<file path="src/rtl/nand_strobe_pkg.sv">
package nand_strobe_pkg;

    typedef enum logic [1:0] {
        SEL_LOCK   = 2'd0,
        SEL_TIMING = 2'd1,
        SEL_IFCTRL = 2'd2,
        SEL_CEMODE = 2'd3
    } cfg_sel_e;

    // Field order follows bit order, MSB first
    typedef struct packed {
        logic [1:0] ce_setup;
        logic [4:0] busy_dly;
        logic [2:0] turn;
        logic [3:0] rd_hi;
        logic [3:0] rd_lo;
        logic [3:0] wr_hi;
        logic [3:0] wr_lo;
    } timing_t;

    localparam int TIMING_W = $bits(timing_t);

    typedef enum logic [2:0] {
        ST_IDLE,
        ST_CE_SETUP,
        ST_STB_LOW,
        ST_STB_HIGH,
        ST_TURN,
        ST_BUSY_WAIT,
        ST_RDY_POLL
    } phase_e;

endpackage

</file>
<file path="src/rtl/nand_cfg_bank.sv">
module nand_cfg_bank
    import nand_strobe_pkg::*;
#(
    parameter int          CFG_W = 32,
    parameter logic [31:0] KEY   = 32'h0000_A25E
) (
    input  logic             clk,
    input  logic             rst_n,
    input  logic             cfg_wr,
    input  logic [1:0]       cfg_sel,
    input  logic [CFG_W-1:0] cfg_wdata,
    output timing_t          timing,
    output logic             pg_large,
    output logic             addr_four,
    output logic             ce_normal,
    output logic             lock_open,
    output logic             prot_err
);

    localparam logic [CFG_W-1:0] KEY_W = CFG_W'(KEY);

    cfg_sel_e sel;
    assign sel = cfg_sel_e'(cfg_sel);

    always_ff @(posedge clk or negedge rst_n) begin
        if (!rst_n) begin
            timing    <= '1;
            pg_large  <= 1'b0;
            addr_four <= 1'b0;
            ce_normal <= 1'b1;
            lock_open <= 1'b0;
            prot_err  <= 1'b0;
        end else if (cfg_wr) begin
            unique case (sel)
                SEL_LOCK: lock_open <= (cfg_wdata == KEY_W);
                SEL_TIMING: begin
                    if (lock_open) begin
                        timing    <= cfg_wdata[TIMING_W-1:0];
                        lock_open <= 1'b0;
                        prot_err  <= 1'b0;
                    end else begin
                        prot_err  <= 1'b1;
                    end
                end
                SEL_IFCTRL: begin
                    if (lock_open) begin
                        pg_large  <= cfg_wdata[2];
                        addr_four <= cfg_wdata[1];
                        lock_open <= 1'b0;
                        prot_err  <= 1'b0;
                    end else begin
                        prot_err  <= 1'b1;
                    end
                end
                SEL_CEMODE: ce_normal <= cfg_wdata[0];
                default: ;
            endcase
        end
    end

endmodule

</file>
<file path="src/rtl/nand_strobe_fsm.sv">
module nand_strobe_fsm
    import nand_strobe_pkg::*;
#(
    parameter int DATA_W = 8,
    parameter int CNT_W  = 5
) (
    input  logic              clk,
    input  logic              rst_n,
    input  timing_t           tm,
    input  logic              ce_normal,
    input  logic              rd_req,
    input  logic              wr_req,
    input  logic              wait_req,
    input  logic [DATA_W-1:0] wr_byte,
    input  logic [DATA_W-1:0] dq_in,
    input  logic              nand_rdy,
    output logic              re_n,
    output logic              we_n,
    output logic              ce_n,
    output logic [DATA_W-1:0] dq_out,
    output logic              dq_oe,
    output logic [DATA_W-1:0] rd_data,
    output logic              busy,
    output logic              done
);

    phase_e             state, nxt;
    logic [CNT_W-1:0]   cnt, load;
    logic               op_rd, op_nxt;
    logic [DATA_W-1:0]  byte_q;
    logic               cnt_zero;

    assign cnt_zero = (cnt == '0);

    // Next-state decision
    always_comb begin
        nxt = state;
        unique case (state)
            ST_IDLE: begin
                if (rd_req || wr_req)
                    nxt = ce_normal ? ST_CE_SETUP : ST_STB_LOW;
                else if (wait_req)
                    nxt = ST_BUSY_WAIT;
            end
            ST_CE_SETUP:  if (cnt_zero) nxt = ST_STB_LOW;
            ST_STB_LOW:   if (cnt_zero) nxt = ST_STB_HIGH;
            ST_STB_HIGH:  if (cnt_zero) nxt = ST_TURN;
            ST_TURN:      if (cnt_zero) nxt = ST_IDLE;
            ST_BUSY_WAIT: if (cnt_zero) nxt = ST_RDY_POLL;
            ST_RDY_POLL:  if (nand_rdy) nxt = ST_IDLE;
            default:      nxt = ST_IDLE;
        endcase
    end

    // Count loaded on entry to a phase
    always_comb begin
        op_nxt = (state == ST_IDLE) ? rd_req : op_rd;
        load   = '0;
        unique case (nxt)
            ST_CE_SETUP:  load = CNT_W'(tm.ce_setup);
            ST_STB_LOW:   load = op_nxt ? CNT_W'(tm.rd_lo) : CNT_W'(tm.wr_lo);
            ST_STB_HIGH:  load = op_nxt ? CNT_W'(tm.rd_hi) : CNT_W'(tm.wr_hi);
            ST_TURN:      load = CNT_W'(tm.turn);
            ST_BUSY_WAIT: load = CNT_W'(tm.busy_dly);
            default:      load = '0;
        endcase
    end

    // State register
    always_ff @(posedge clk or negedge rst_n) begin
        if (!rst_n) state <= ST_IDLE;
        else        state <= nxt;
    end

    always_ff @(posedge clk or negedge rst_n) begin
        if (!rst_n)            cnt <= '0;
        else if (nxt != state) cnt <= load;
        else if (!cnt_zero)    cnt <= cnt - 1'b1;
    end

    always_ff @(posedge clk or negedge rst_n) begin
        if (!rst_n) begin
            op_rd   <= 1'b0;
            byte_q  <= '0;
            rd_data <= '0;
        end else begin
            if (state == ST_IDLE && (rd_req || wr_req)) begin
                op_rd  <= rd_req;
                byte_q <= wr_byte;
            end
            if (state == ST_STB_LOW && cnt_zero && op_rd)
                rd_data <= dq_in;
        end
    end

    // Outputs
    always_comb begin
        re_n   = !(state == ST_STB_LOW && op_rd);
        we_n   = !(state == ST_STB_LOW && !op_rd);
        ce_n   = ce_normal &&
                 (state == ST_IDLE || state == ST_BUSY_WAIT || state == ST_RDY_POLL);
        dq_oe  = !op_rd &&
                 (state == ST_CE_SETUP || state == ST_STB_LOW || state == ST_STB_HIGH);
        dq_out = byte_q;
        busy   = (state != ST_IDLE);
        done   = (state == ST_TURN && cnt_zero) || (state == ST_RDY_POLL && nand_rdy);
    end

endmodule

</file>
<file path="src/rtl/nand_strobe_ctrl.sv">
module nand_strobe_ctrl
    import nand_strobe_pkg::*;
#(
    parameter int          DATA_W = 8,
    parameter int          CFG_W  = 32,
    parameter int          CNT_W  = 5,
    parameter logic [31:0] KEY    = 32'h0000_A25E
) (
    input  logic              clk,
    input  logic              rst_n,
    input  logic              cfg_wr,
    input  logic [1:0]        cfg_sel,
    input  logic [CFG_W-1:0]  cfg_wdata,
    output logic              prot_err,
    output logic              pg_large,
    output logic              addr_four,
    input  logic              rd_req,
    input  logic              wr_req,
    input  logic              wait_req,
    input  logic [DATA_W-1:0] wr_byte,
    output logic [DATA_W-1:0] rd_data,
    output logic              busy,
    output logic              done,
    output logic              nand_ce_n,
    output logic              nand_re_n,
    output logic              nand_we_n,
    output logic [DATA_W-1:0] nand_dq_out,
    output logic              nand_dq_oe,
    input  logic [DATA_W-1:0] nand_dq_in,
    input  logic              nand_rdy
);

    timing_t timing_w;
    logic    ce_normal;
    logic    lock_open;

    nand_cfg_bank #(.CFG_W(CFG_W), .KEY(KEY)) u_cfg (
        .clk       (clk),
        .rst_n     (rst_n),
        .cfg_wr    (cfg_wr),
        .cfg_sel   (cfg_sel),
        .cfg_wdata (cfg_wdata),
        .timing    (timing_w),
        .pg_large  (pg_large),
        .addr_four (addr_four),
        .ce_normal (ce_normal),
        .lock_open (lock_open),
        .prot_err  (prot_err)
    );

    nand_strobe_fsm #(.DATA_W(DATA_W), .CNT_W(CNT_W)) u_fsm (
        .clk       (clk),
        .rst_n     (rst_n),
        .tm        (timing_w),
        .ce_normal (ce_normal),
        .rd_req    (rd_req),
        .wr_req    (wr_req),
        .wait_req  (wait_req),
        .wr_byte   (wr_byte),
        .dq_in     (nand_dq_in),
        .nand_rdy  (nand_rdy),
        .re_n      (nand_re_n),
        .we_n      (nand_we_n),
        .ce_n      (nand_ce_n),
        .dq_out    (nand_dq_out),
        .dq_oe     (nand_dq_oe),
        .rd_data   (rd_data),
        .busy      (busy),
        .done      (done)
    );

endmodule

</file>
<file path="config.mk">
export PLATFORM = sky130hd
export DESIGN_NAME = nand_strobe_ctrl
export DESIGN_NICKNAME = d
export VERILOG_FILES = /design/src/rtl/nand_strobe_pkg.sv /design/src/rtl/nand_cfg_bank.sv /design/src/rtl/nand_strobe_fsm.sv /design/src/rtl/nand_strobe_ctrl.sv
export SDC_FILE = /design/constraint.sdc
export NUM_CORES = 1
export LEC_CHECK = 0
export BUFFER_PORTS_ARGS = -buffer_cell sky130_fd_sc_hd__buf_2
export CAP_MARGIN = 20
export CORE_ASPECT_RATIO = 0.9
export CORE_MARGIN = 1.5
export CORE_UTILIZATION = 24
export CTS_CLUSTER_DIAMETER = 100
export CTS_CLUSTER_SIZE = 14
export DETAILED_ROUTE_END_ITERATION = 8
export PLACE_DENSITY_LB_ADDON = 0.2
export SLEW_MARGIN = 5
export SYNTH_ARGS = -nofsm -noshare
export SYNTH_HDL_FRONTEND = slang
export SYNTH_SLANG_ARGS = --single-unit
</file>
<file path="constraint.sdc">
create_clock -name clk -period 2.6 [get_ports clk]
set_input_delay 0 -clock clk [delete_from_list [all_inputs] [get_ports clk]]
set_output_delay 0 -clock clk [all_outputs]
set_load 0.02 [all_outputs]
</file>
Word-level counts from Yosys, hierarchy flattened
Cells that the tools add are included.
- register bits: 56
- bits in latches: 0
- RAM bits: 0
- memory bits (read-only): 0
- output and inout port bits: 25
- memories kept: 0
- $add $sub $neg: 1
- $mul: 0
- div/mod/pow operators: 0
- order comparisons: 0
- equality and inequality tests: 17
- shift-type cells: 0
- multiplexer cells: 18
- bitwise logic cells: 0
- reductions and logical operators: 29
- operators by type and width (cell ; number):
    == test 32 x 16 -> 1 bit (second input constant) ; 1
    case mux 5 bit (5 select lines) ; 1
    two-way mux 3 bit ; 8
    case mux 3 bit (7 select lines) ; 1
    == test 3 bit (second input constant) ; 5
    == test 3 x 2 -> 1 bit (second input constant) ; 4
    two-way mux 5 bit ; 2
    logical AND 1 bit ; 9
    two-way mux 4 bit ; 2
    == test 3 x 1 -> 1 bit (second input constant) ; 2
    logical OR 1 bit ; 6
    AND reduction 2 bit ; 3
    AND reduction 3 bit ; 2
    logical NOT 5 bit ; 1
    subtractor 5 x 1 -> 5 bit (second input constant) ; 1
    == test 2 bit (second input constant) ; 2
    logical NOT 1 bit ; 3
    logical NOT 3 bit ; 1
    inequality test 3 bit ; 1
    nonzero test 3 bit ; 1
    == test 2 x 1 -> 1 bit (second input constant) ; 1
    logical NOT 2 bit ; 1
    two-way mux 1 bit ; 2
    two-way mux 2 bit ; 1
    other kinds (4) ; 4

Depth between registers and ports, before layout
Gate-level depths: netlist (run 1).
- depth in word-level cells: 6
- gate-level depth with buffers: 9
- depth with buffers taken out: 9

Hierarchy
Synthesis (run 1) repeated with hierarchy kept, for this count alone.
- cells, all modules: 248
- area, all modules: 3054.2 um2
- by module, submodules not included (module ; times used ; cells an instance ; area an instance (um2)):
    nand_strobe_fsm ; 1 ; 159 ; 1616.6
    nand_cfg_bank ; 1 ; 89 ; 1437.6

Least setup slack after synthesis (run 1)
OpenSTA, ideal clock, no wires.
- kind: reg-to-reg
- start: reg u_fsm.cnt[0]
- end: reg u_fsm.cnt[0]
- setup time: 135 ps
- data arrival time: 2028 ps
- slack: 437 ps
- stages on the path, launching flop included: 10
- period minus slack after synthesis: 2163 ps
- cell sequence: dfrtp_1 > inv_1 > ha_1 > nor4b_4 > buf_4 > o22ai_2 > a211oi_4 > a21oi_1 > a211o_1 > o2bb2ai_1
- longest elaborated chain between the ends: 6
- elaborated cells between the ends (all ways): 18
- RTL lines (element ; line ; RTL):
    start, declared ; nand_strobe_fsm.sv:28 ; logic [CNT_W-1:0] cnt, load;
    start signal, assigned ; nand_strobe_fsm.sv:77 ; else if (nxt != state) cnt <= load;
    start signal, assigned ; nand_strobe_fsm.sv:78 ; else if (!cnt_zero) cnt <= cnt - 1'b1;
    logical NOT 5 bit ; nand_strobe_fsm.sv:33 ; assign cnt_zero = (cnt == '0);
    two-way mux 3 bit, on equally long branches ; -- ;
    case mux 3 bit (7 select lines) ; nand_strobe_fsm.sv:38 ; unique case (state)
    == test 3 bit, or another cell as far along ; nand_strobe_fsm.sv:59 ; unique case (nxt)
    case mux 5 bit (5 select lines) ; nand_strobe_fsm.sv:59 ;
    two-way mux 5 bit ; nand_strobe_fsm.sv:77 ;
Several ways; a longest one is shown, not always the timed one. The select of a mux whose other input is x is not followed.
A chain may end at the register's enable or synchronous reset.

Final worst setup path (run 1)
- start: reg u_fsm.cnt[0]
- end: reg u_fsm.cnt[0]
- longest elaborated chain between the ends: 6
- elaborated cells between the ends (all ways): 18
- RTL lines (element ; line ; RTL):
    logical NOT 5 bit (*) ; nand_strobe_fsm.sv:33 ;
    two-way mux 3 bit, on equally long branches ; -- ;
    case mux 3 bit (7 select lines) (*) ; nand_strobe_fsm.sv:38 ;
    net u_fsm.nxt[2] ; nand_strobe_fsm.sv:27 ; phase_e state, nxt;
    == test 3 bit, or another cell as far along ; nand_strobe_fsm.sv:59 ;
    case mux 5 bit (5 select lines) ; nand_strobe_fsm.sv:59 ;
    two-way mux 5 bit ; nand_strobe_fsm.sv:77 ;
Mark *: on every way through the listed nets, which the timed path passes. The rest lies on a longest branch. The select of a mux whose other input is x is not followed.

==> results of run 1 <==
-- cells in the mapped netlist, drive strengths merged (3+ instances only) --
library cell	instances	area share (%)
a21oi	6	1.1
and2	3	0.62
buf	6	1.7
clkbuf	4	0.50
dfrtp	29	24
dfstp	27	23
ha	6	2.5
inv	9	1.1
mux2	46	17
mux2i	10	3.7
nand2	7	0.87
nand2b	3	0.62
nand3	5	0.83
nand4	3	0.62
nor2	11	1.4
nor3	12	2.5
nor4	7	1.4
o21ai	11	1.9
o221ai	3	1.3
o2bb2ai	3	0.87
o31ai	5	1.2
-- flip-flops by register name, summed over array words and instances, names as in the netlist --
signal / flops
u_cfg.pg_large: 1
u_fsm.state: 3
u_cfg.ce_normal: 1
u_cfg.addr_four: 1
u_fsm.cnt: 5
u_fsm.rd_data: 8
u_cfg.lock_open: 1
u_cfg.timing: 26
u_cfg.prot_err: 1
u_fsm.dq_out: 8
u_fsm.op_rd: 1
-- metrics by stage --
stage	cell area (µm²)	utilization, %
5_1_grt	4275	35.13
6_report	4275	35.13
2_1_floorplan	3022	-
4_1_cts	4260	35.00
3_3_place_gp	3651	30.00
3_5_place_dp	3651	30.00
-- cells in the final DEF, fill, tap and decap left out, drive strengths merged, types with 3 or more instances in the layout --
cell / netlist / final
nor3: 12 / 12
mux2i: 10 / 10
o2bb2ai: 3 / 3
nand4: 3 / 3
nand2: 7 / 7
nand3: 5 / 5
ha: 6 / 6
dfstp: 27 / 27
o31ai: 5 / 5
dfrtp: 29 / 29
nor4: 7 / 7
o221ai: 3 / 3
buf: 6 / 95
nand2b: 3 / 3
nor2: 11 / 11
mux2: 46 / 46
a21oi: 6 / 6
clkbuf: 4 / 7
and2: 3 / 3
o21ai: 11 / 11
inv: 9 / 11
dlygate4sd3: 0 / 46
-- cells by family after synthesis --
| logic type | after synthesis | share of synthesized area [%] |
|---|---|---|
| AO/OA/AOI/OAI | 45 | 12.17 |
| buffers and inverters | 20 | 3.437 |
| AND/OR/NAND/NOR | 63 | 12.84 |
| multiplexers | 56 | 20.99 |
| adder cells (fa/ha/maj) | 6 | 2.484 |
| XOR/XNOR | 2 | 0.5798 |
| flip-flops | 56 | 47.49 |
-- final cells by class --
cell class / count / area [µm²] / area share, %
multi-input combinational: 172 / 1483 / 34.68
sequential: 56 / 1435 / 33.57
timing repair buffer: 141 / 970.9 / 22.71
tap: 160 / 200.2 / 4.682
clock buffer: 7 / 142.6 / 3.336
inverter: 10 / 37.54 / 0.8780
clock inverter: 1 / 6.256 / 0.1463
-- worst max-delay path: stages (launching register included) --
cell and delay (ns):
sky130_fd_sc_hd__dfrtp_1 0.38, sky130_fd_sc_hd__inv_1 0.12, sky130_fd_sc_hd__ha_1 0.21, sky130_fd_sc_hd__or4b_4 0.56
sky130_fd_sc_hd__o221ai_2 0.25, sky130_fd_sc_hd__o21ai_2 0.15, sky130_fd_sc_hd__inv_2 0.13, sky130_fd_sc_hd__o21ai_0 0.10
sky130_fd_sc_hd__a211o_1 0.29, sky130_fd_sc_hd__o2bb2ai_1 0.12
-- where the power goes --
part | switching, µW | total (µW) | internal (µW)
sequential | 108 | 1180 | 1070
combinational | 1160 | 2020 | 868
clock | 310 | 695 | 385
-- routing by layer --
layer  GRT usage, %  vias to the layer above  wire length [µm]
met5              0                        -                 0
met4          2.521                        0                68
met3          3.683                        6               378
met2          18.43                       62              3357
met1          17.60                     1183              3988
li1               -                     1201                 -
-- repair_timing --
action	4_1_cts	5_1_grt
endpoints found under the hold margin	60	0
hold buffers	46	0
gates resized for setup	0	1
setup endpoints to repair	0	2
setup buffers	0	2
-- final timing paths --
check | slack [ns] | cells past startpoint | endpoint
min in group asynchronous | 0.14 | 2 | u_fsm.rd_data[0]$_DFFE_PN0P_
max | 0.18 | 9 | u_fsm.cnt[0]$_DFFE_PN0P_
min | 0.009 | 4 | u_cfg.lock_open$_DFFE_PN0P_
max reg2reg | 0.18 | 9 | u_fsm.cnt[0]$_DFFE_PN0P_
min reg2reg | 0.50 | 1 | u_fsm.rd_data[5]$_DFFE_PN0P_
max in group asynchronous | 1.77 | 3 | u_cfg.timing[13]$_DFFE_PN1P_
==> results summary, run 1 <==
Routability-driven placement finished with a final weighted congestion of 0.8728. The static leakage is 0.001884 µW. The startpoint of the most critical register-to-register path is u_fsm.cnt[0]$_DFFE_PN0P_.

The number of clock buffers added by TritonCTS is 5. Final hold analysis gives a worst-case slack of 0.008531 ns. The width of the die came out at 121.3 µm.

STA classifies the critical path endpoint as a register. The mean instance size in the synthesized netlist is 12.18 µm². After detailed routing, the number of remaining DRC violations is 0.

The first global-routing pass estimated 12430 µm of wire. The synthesis-to-layout area growth is 41.49%. The number of placed instances, taps included came out at 491. The worst IR drop on VDD is 0.3651 mV.

The worst setup path is of the reg -> reg kind. The number of max-capacitance violations reported is 0. The worst slew margin relative to its limit is 66.56%. The final number of max-transition violations came out at 0. The final number of setup-violating endpoints came out at 0.

TritonCTS built the clock tree. The share of the yosys chip area belonging to registers came out at 47.49%. The number of flops mapped to enable cells by yosys came out at 0. The worst hold path begins at cfg_wdata[28]. 0 antenna diodes ended up in the layout. The remaining number of nets flagged by the antenna check after routing is 0. The number of port buffers came out at 81. The largest net degree at the start of global routing is 27. Overall power consumption after layout is estimated at 3896 µW.

The final count of hold timing violations is 0. The cell area that synthesis handed to floorplanning was 3022 µm². Dividing the detail-routed wire length by the instance count gives 14.25 µm. The critical path data required time came out at 2.78 ns.

The netlist uses 59 different library cells. The synthesized net count is 311. The maximum operating frequency is 412.6 MHz. The post-layout worst setup margin came out at 0.1762 ns. The core region is 12170 µm².

The power density over the cells is 911.3 nW/µm². The clock-pin slew on the worst setup and hold paths came out at 0.07 ns. The count of filler cells inserted in the layout is 1263.

The share of final-layout standard cells stronger than drive strength 1 came out at 49.87%. The number of iterations in the first detailed-routing pass came out at 4. The site row count is 38. The via count of the first global-routing pass is 2408.

Setup repair after global routing left no endpoint under its margin. The worst slack at placement is 0.1302 ns. The sort of element at the start of the critical path is a register. The arrival time at the worst endpoint is 2.60 ns. The total via count in the routed design came out at 2452.

For this design the top-level I/O count stands at 82. The global-route usage over all layers came out at 12.32%. The remaining global-route overflow is 0. The initial antenna violation count is 0.

The full die area is 13270 µm². In this run, synthesis produced a sequential element count of 56. For the worst-skew pair, the clock arrives at the later sink with an insertion delay of 0.30 ns. The initial cell density of the core came out at 24.83%. After detailed routing, the total wire length is 7793 µm.

The number of H-tree levels is 2. The fraction of registers with async set or reset after synthesis came out at 100.0%. The class of the tightest hold or removal check is in -> reg.

The maximum buffer depth of the clock tree came out at 2. The clock net in this run drives a total of 56 sinks. The sum of net half-perimeters after detailed placement is 5896 µm. The most used flip-flop cell after synthesis is sky130_fd_sc_hd__dfrtp_1. At the pin with the least slew margin, the transition time is 0.4971 ns.

In the final timing run, aggregate negative setup slack is 0 ns. The final critical-path share of the clock period is 93.22%. The flow ran to the end, and the final reports show no timing, DRC or antenna violations. The clock period minus final worst setup slack came out at 2.424 ns. The cell sitting at the root of the clock tree is a sky130_fd_sc_hd__clkbuf_16. Measured along the y axis, the die boundary spans 109.5 µm. The routed via count divided by cell count is 4.483. The final layout contains 449 nets. Of all nets on the critical path, the largest fanout is 11. The post-route clock skew came out at 0.006634 ns. Once layout is complete, the cells apart from fillers number 547. The Yosys warning count came out at 0.

The iteration-0 DRC count of the detailed router came out at 100. The most critical setup path has its startpoint at u_fsm.cnt[0]$_DFFE_PN0P_. The post-synthesis cell count came out at 248.
No activity file was read; power rests on OpenSTA's default activity.
==> run 2, diff against run 1 <==
- ABC_AREA: not set -> 1
- CORE_ASPECT_RATIO: 0.9 -> not set
- CORE_UTILIZATION: 24 -> 52
==> run 2 against run 1 <==
  * First-iteration DRC count up 23%
  * Non-clock buffer count down 12
  * Synthesized area down 1.8%
  * Count of clock-buffer cells in the layout unchanged
  * Clock skew up 0.0038 ns
  * Synthesized cell count up 33%
  * Utilization up 38 points
  * Worst hold slack better by 0.090 ns
  * Wire length down 7.1%
  * Critical path type unchanged
  * Critical endpoint is now u_fsm.cnt[2]$_DFFE_PN0P_
  * Highest routed layer unchanged
==> results summary, run 2 <==
The global placer's final weighted congestion came out at 0.8501. The library cell used most frequently in the layout, excluding fill and tap cells, is sky130_fd_sc_hd__nand2_1. The floorplan step set the die height to 78.53 µm. The worst setup path is of the reg -> reg kind.

The worst slew margin relative to its limit is 58.56%. The total via count in the routed design came out at 2747. Measured along the x axis, the die boundary spans 78.53 µm. The critical path capture point type is a register. The core footprint is 5507 µm². The initial antenna violation count came out at 0. The number of flip-flops in the largest register is 26. The via count of the first global-routing pass came to 2686. The worst slack at placement is 0.5926 ns. The worst reg-to-reg setup slack is 0.55 ns. The iteration-0 DRC count of the detailed router is 123. At the later pin of the worst-skew pair, clock insertion delay measures 0.30 ns. The number of H-tree levels is 2. The instance area after placement is 3478 µm². The internal power consumption came out at 1930 µW. Setup repair after global routing left no endpoint under its margin. The site row count is 27. Tracing the worst setup path back leads to its startpoint at u_fsm.cnt[0]$_DFFE_PN0P_. After layout, the worst setup slack is 0.5507 ns. The remaining number of nets flagged by the antenna check after routing came out at 0. IR analysis of the VDD net gives a maximum drop of 0.4655 mV. The final number of max-transition violations is 0. The fraction of registers with async set or reset after synthesis came out at 100.0%.

By instance count, the leading cell after synthesis is sky130_fd_sc_hd__nand2_1. The final number of setup-violating endpoints is 0. The wire length of the first global-routing pass came out at 12240 µm.

The first TritonRoute pass finished after 4 iterations. The initial utilization of the core area, before any placement, comes to 53.87%. In this design, the stage delay of the slowest critical-path cell is 0.39 ns.

Yosys mapped the design onto 25 distinct sky130hd cell types. The commonest cells after synthesis are sky130_fd_sc_hd__nand2_1, sky130_fd_sc_hd__inv_1, sky130_fd_sc_hd__mux2_2. The global-route usage over all layers is 25.34%. The post-CTS setup-driven buffer insertion count came out at 0.

The total clock sinks came out at 56. After detailed routing, the number of remaining DRC violations is 0. After clock tree synthesis, the clock-pin slew on the worst setup and hold paths is 0.09 ns.

0 antenna diodes ended up in the layout. Based on the critical path, the design can be clocked at up to 488.0 MHz. The arrival time at the worst endpoint is 2.27 ns. The worst reg2reg path depth came out at 12. In this run the tool buffered the top-level ports with 81 buffer cells. The clock power share came out at 12.9%. The sum of routed wire length over all layers is 7243 µm. By instance count, the cell type seen most on the critical path is sky130_fd_sc_hd__nand2_1. The library cells used most frequently in the layout, excluding fill and tap cells, are sky130_fd_sc_hd__nand2_1, sky130_fd_sc_hd__buf_2, sky130_fd_sc_hd__dlygate4sd3_1. The master cell of the clock root buffer is sky130_fd_sc_hd__clkbuf_8. The share of the yosys chip area belonging to registers is 48.38%. The remaining global-route overflow is 0.

After filler insertion, the fill cell instance count of the layout stands at 432. The class of the tightest hold or removal check is in -> reg. Across the run, the number of max-cap violations was 0.

The synthesis-to-layout area growth came out at 35.51%. The mean instance size in the synthesized netlist came out at 8.990 µm². The largest net degree at the start of global routing came out at 38. The critical path data required time came out at 2.82 ns.

The wire length per cell came out at 13.51 µm. The clock tree from TritonCTS is yes. The final count of hold timing violations is 0. For this run, the leading register cell type out of synthesis is sky130_fd_sc_hd__dfrtp_1.

The critical-path maximum fanout is 7. Between clock sinks in the finished design, the worst skew comes to 0.01043 ns. By area the synthesized netlist is led by sky130_fd_sc_hd__dfrtp_1, sky130_fd_sc_hd__dfstp_2, sky130_fd_sc_hd__mux2_2, sky130_fd_sc_hd__nand2_1, sky130_fd_sc_hd__inv_1. The post-synthesis cell type with the largest combined area is sky130_fd_sc_hd__dfrtp_1. The clock period minus final worst setup slack came out at 2.049 ns. The Yosys warning count is 0. The startpoint of the most critical register-to-register path is u_fsm.cnt[0]$_DFFE_PN0P_. The worst setup path endpoint is u_fsm.cnt[2]$_DFFE_PN0P_. The pin slew with the least headroom to its limit came out at 0.6215 ns. The run finished with clean final reports. The area used by multi-input combinational logic came out at 1363 µm².

Using the TritonRoute via totals, the vias-per-cell ratio works out to 5.125. The cell area after layout came out at 4020 µm². Ranked by flip-flop count, first place goes to u_cfg.timing. The synthesized net count came out at 393. The post-synthesis cell count is 330. In this run the deepest clock path goes through 2 buffers. The combinational share of power is 52.8%. The worst setup path is launched from a register. The I/O pin count came out at 82. In this run the biggest area consumer among cell types represents 24.46% of the synthesized area. The power density over the cells came out at 868.4 nW/µm². Detailed placement ended at an HPWL of 5188 µm. The end of the worst register-to-register path is u_fsm.cnt[2]$_DFFE_PN0P_. In the final design database the tool counted 526 nets. In this run, flip-flops and latches consume 34.3% of the power. The number of flops mapped to enable cells by yosys is 0. The fraction of power spent switching nets is 44.73%. The largest individual stage delay along the critical path comes from the cell sky130_fd_sc_hd__dfrtp_1.

The number of synthesized register bits came out at 56. The synthesized cell area is 2967 µm². Traced cell by cell, the critical path runs through inv_1 > ha_1 > nand2_1 > nor2_2 > nand2_1 > nand3_1 > nor2_2 > nand2_1 > nand2_1 > nor2_4 > o21ai_1 > a21oi_1.

The worst path uses 78.82% of the clock period. The number of CTS-inserted buffers came out at 5. The share of final-layout standard cells stronger than drive strength 1 is 36.64%. The static leakage came out at 0.002003 µW. The share of the core filled with cells in the final layout is 73.01%. The final setup TNS came out at 0 ns. The net switching power figure came out at 1561 µW. The sequential cell area is 1435 µm².

The full die area is 6167 µm².
[run 2: cell types whose count changed after synthesis, sizes merged, moves of 6 or more]
cell and delta:
mux2 -15, o21ai +10, nand2 +82, inv +33, nor2 +15, nor3 -8
nand3 +19, mux2i -10, buf -6
[run 2: critical path: cells and delay by family (launching register included)]
family | cells | cell delay [ns]
adder cells (fa/ha/maj) | 1 | 0.18
AND/OR/NAND/NOR | 8 | 0.96
flip-flops | 1 | 0.39
buffers and inverters | 1 | 0.12
AO/OA/AOI/OAI | 2 | 0.31
[run 2: worst min path at each step]
stage / from / to / cells past startpoint
after CTS: cfg_wdata[30] / u_cfg.lock_open$_DFFE_PN0P_ / 6
after global placement: rst_n / u_cfg.addr_four$_DFFE_PN0P_ / 1
after global routing: cfg_wdata[30] / u_cfg.lock_open$_DFFE_PN0P_ / 6
after detailed placement: rst_n / u_cfg.addr_four$_DFFE_PN0P_ / 1
after floorplan: rst_n / u_cfg.addr_four$_DFFE_PN0P_ / 0
final: cfg_wdata[30] / u_cfg.lock_open$_DFFE_PN0P_ / 6
[run 2: logic make-up (layout without fill, tap and decap cells)]
kind of cell    after synthesis  after routing  share of synthesized area [%]
mux                          31             31                          11.77
xor+xnor                      3              3                          1.139
buf+inv                      45            179                          5.694
compound gates               32             32                          5.567
simple gates                157            157                          24.93
flops                        56             56                          48.38
fa+ha+maj                     6              6                          2.531
[run 2: area by class of cell]
class                           count  area share (%)
Clock buffer                        7           1.899
Inverter                           42           3.922
Sequential cell                    56           35.70
Clock inverter                      1          0.1245
Tap cell                           72           2.241
Multi-Input combinational cell    229           33.89
Timing Repair Buffer              129           22.22
[run 2: power groups by stage]
stage / clock [µW] / combinational [µW] / sequential, µW
2_1_floorplan: 0 / 1150 / 1350
3_3_place_gp: 0 / 1730 / 1190
3_5_place_dp: 0 / 1770 / 1210
4_1_cts: 471 / 1840 / 1190
5_1_grt: 505 / 2050 / 1210
6_report: 452 / 1840 / 1200
[run 2: metal layers]
metal	vias to the layer above	global-route usage (%)	wire length, µm
li1	1346	-	-
met1	1298	33.41	3181
met4	0	9.107	168
met2	87	42.41	3603
met3	16	3.721	289
met5	-	0	0
[run 2: per-stage QoR]
stage          total power [µW]  hold slack [ns]  std cells
2_1_floorplan              2493          -0.2956        330
3_3_place_gp               2918          0.03916        482
3_5_place_dp               2981          0.04927        482
4_1_cts                    3506          0.09407        536
5_1_grt                    3766           0.1400        536
6_report                   3491          0.09851        536
[run 2: repair_timing]
action / CTS / global route
resized for setup: 0 / 0
hold buffers: 46 / 0
hold endpoints to repair: 62 / 0
==> run 3, diff against run 2 <==
- ABC_AREA: 1 -> 0
- CORE_UTILIZATION: 52 -> 47
- clock period: 2.6 -> 1.7 ns (I/O delays scaled with it)
==> run 3 against run 2 <==
  * The run now ends with negative setup slack left
  * Critical path type unchanged
  * Critical path depth down 3
  * Register-to-register slack worse by 1.0 ns
  * Die area up 12%
  * Combinational power up 130%
  * Utilization up 0.15 points
  * Via count down 2.9%
  * Final cell count down 6.9%
  * Global-route usage down 1.9 points
==> results summary, run 3 (same netlist as run 1, synthesis figures left out) <==
In the global route stage, overall resource usage came out at 23.45%. The total clock sinks came out at 56. The count of filler cells inserted in the layout is 456. The final number of max-transition violations was 0.

The detailed-routed wire length on met3 came out at 418 µm. The startpoint identified for the worst register-to-register timing path is u_fsm.cnt[0]$_DFFE_PN0P_. The beginning of the critical path is u_fsm.cnt[0]$_DFFE_PN0P_. At the end of routability-driven placement, the weighted congestion stood at 0.8458.

The critical path data required time came out at 1.89 ns. The top register by number of flip-flops is u_cfg.timing. The maximum buffer depth of the clock tree is 2. Setup violations remaining at the end of the flow were counted as 15. The tightest hold path in the finished design has a slack of 0.01614 ns. The largest net degree at the start of global routing came out at 57.

For this run, the top clock speed supported by timing is 455.7 MHz. The floorplan step defined a die boundary enclosing 6919 µm². The wire length of the first global-routing pass is 13060 µm.

The power density over the cells came out at 1512 nW/µm². Summed over all layers, the global routing overflow is 0. The final setup TNS is -3.018 ns. The post-layout worst setup margin is -0.4946 ns. The share of the core filled with cells in the final layout came out at 73.15%. The sort of element at the start of the critical path is a register. The number of antenna diodes in the final layout is 0. The run finished, with violations left.

Compared with the post-synthesis result, the final layout area differs by 51.97%. The number of port buffers is 81. The later-pin clock latency in the skew report came out at 0.31 ns. At the worst endpoint, the arrival time is 2.38 ns. The initial antenna violation count came out at 0. The met2 wire length is 3918 µm.

The most frequent standard cell in the layout excluding fill and tap cells is sky130_fd_sc_hd__buf_2. STA classifies the critical path endpoint as a register. The area used by multi-input combinational logic is 1607 µm². The clock tree synthesis step divided the H-tree into 2 levels. The region available for standard cell placement spans 6277 µm². The routed length on met1 came out at 3250 µm. Signal routing reaches up to met4.

The sum of routed wire length over all layers is 7705 µm. The worst slew margin relative to its limit came out at 64.17%. The final count of hold timing violations is 0. The static leakage came out at 0.002076 µW. Once detailed placement completed, the half-perimeter wirelength came to 5212 µm. The clock period minus final worst setup slack came out at 2.195 ns. The number of max-capacitance violations reported is 0. The number of CTS-inserted buffers is 5. The final reports fail on negative setup slack. The clock tree from TritonCTS is yes. The number of iterations in the first detailed-routing pass came out at 4. The worst IR drop on VDD came out at 0.9654 mV. The remaining number of nets flagged by the antenna check after routing came out at 0. In this run the most critical hold path is launched from cfg_wdata[28]. Setup repair after global routing could not meet its margin everywhere. The number of placed instances, taps included is 432.

The critical path is of the reg -> reg type. In this run, the number of DRC markers left after iteration 0 of detailed routing was 110. Pin placement for this block handled 82 I/O pins.

Once the floorplan was initialized, standard cells occupied 48.14% of the core. In this run the worst hold path is classified as in -> reg. The post-route clock skew is 0.01533 ns. The site row count is 29. Measured along the x axis, the die boundary spans 83.18 µm. Across the whole layout, storage elements account for 1435 µm². The residual DRC count is 0. The wire length per cell is 15.44 µm. Of all nets on the critical path, the largest fanout is 4. The via count of the first global-routing pass is 2781. From bottom edge to top edge, the die measures 83.18 µm. After clock tree synthesis, the clock-pin slew on the worst setup and hold paths is 0.09 ns. In the layout the commonest cells are sky130_fd_sc_hd__buf_2, sky130_fd_sc_hd__dlygate4sd3_1, sky130_fd_sc_hd__mux2_2. The pin slew with the least headroom to its limit came out at 0.5325 ns.

The number of nets in the final layout came out at 484. The share of final-layout standard cells stronger than drive strength 1 came out at 57.58%. The final instance count without filler cells came out at 499.

The number of flip-flops in the largest register came out at 26. The tree is rooted in a sky130_fd_sc_hd__clkbuf_8. The final critical-path share of the clock period is 129.1%.

The routed via count divided by cell count came out at 5.347. The total via count in the routed design came out at 2668.
-- run 3: what timing repair did --
action                                  in CTS  in global routing
pin swaps                                    8                  6
hold endpoints to repair                   104                  0
endpoints found under the setup margin      24                 26
gates resized for setup                     12                 20
hold buffers                                46                  0
buffers inserted                             9                  5
-- run 3: per-stage QoR --
stage | setup WS, ns | total power, µW | cell area (µm²)
2_1_floorplan | -0.4104 | 4077 | 3060
3_3_place_gp | -0.4178 | 5244 | 3791
3_5_place_dp | -0.4788 | 5312 | 3791
4_1_cts | -0.4763 | 6604 | 4479
5_1_grt | -0.6022 | 7372 | 4592
6_report | -0.4946 | 6944 | 4592
-- run 3: final timing paths --
path                       slack [ns]                            to  cells past startpoint
min in group asynchronous        0.24   u_fsm.dq_out[3]$_DFFE_PN0P_                      3
max in group asynchronous        1.16  u_cfg.timing[23]$_DFFE_PN1P_                      3
min                              0.02   u_cfg.lock_open$_DFFE_PN0P_                      4
max                             -0.49      u_fsm.cnt[1]$_DFFE_PN0P_                      9
max reg2reg                     -0.49      u_fsm.cnt[1]$_DFFE_PN0P_                      9
min reg2reg                      0.51  u_fsm.rd_data[4]$_DFFE_PN0P_                      1
-- run 3: routing by layer --
layer,vias up,track usage [%]
met5,-,0
met4,0,8.030
met3,10,4.473
met2,92,40.80
met1,1287,29.26
li1,1279,-
-- run 3: where the power goes --
group          leakage, µW  internal, µW  switching [µW]
Clock            0.0000558           446             421
Combinational      0.00139          2160            2110
Sequential        0.000630          1640             176
-- run 3: cell type report --
cell class	count	share of cell area (%)
Clock inverter	2	0.8447
Timing Repair Buffer	176	28.37
Multi-Input combinational cell	172	34.99
Inverter	10	0.8719
Tap cell	77	2.098
Clock buffer	6	1.580
Sequential cell	56	31.25
-- run 3: worst max-delay path, cell delays in order (launching register included) --
cell                        delay (ns)
sky130_fd_sc_hd__dfrtp_1          0.39
sky130_fd_sc_hd__inv_2            0.08
sky130_fd_sc_hd__ha_4             0.14
sky130_fd_sc_hd__or4b_4           0.50
sky130_fd_sc_hd__o221ai_4         0.22
sky130_fd_sc_hd__o21ai_2          0.12
sky130_fd_sc_hd__buf_4            0.17
sky130_fd_sc_hd__mux2i_2          0.18
sky130_fd_sc_hd__o221ai_2         0.14
sky130_fd_sc_hd__o2bb2ai_2        0.14
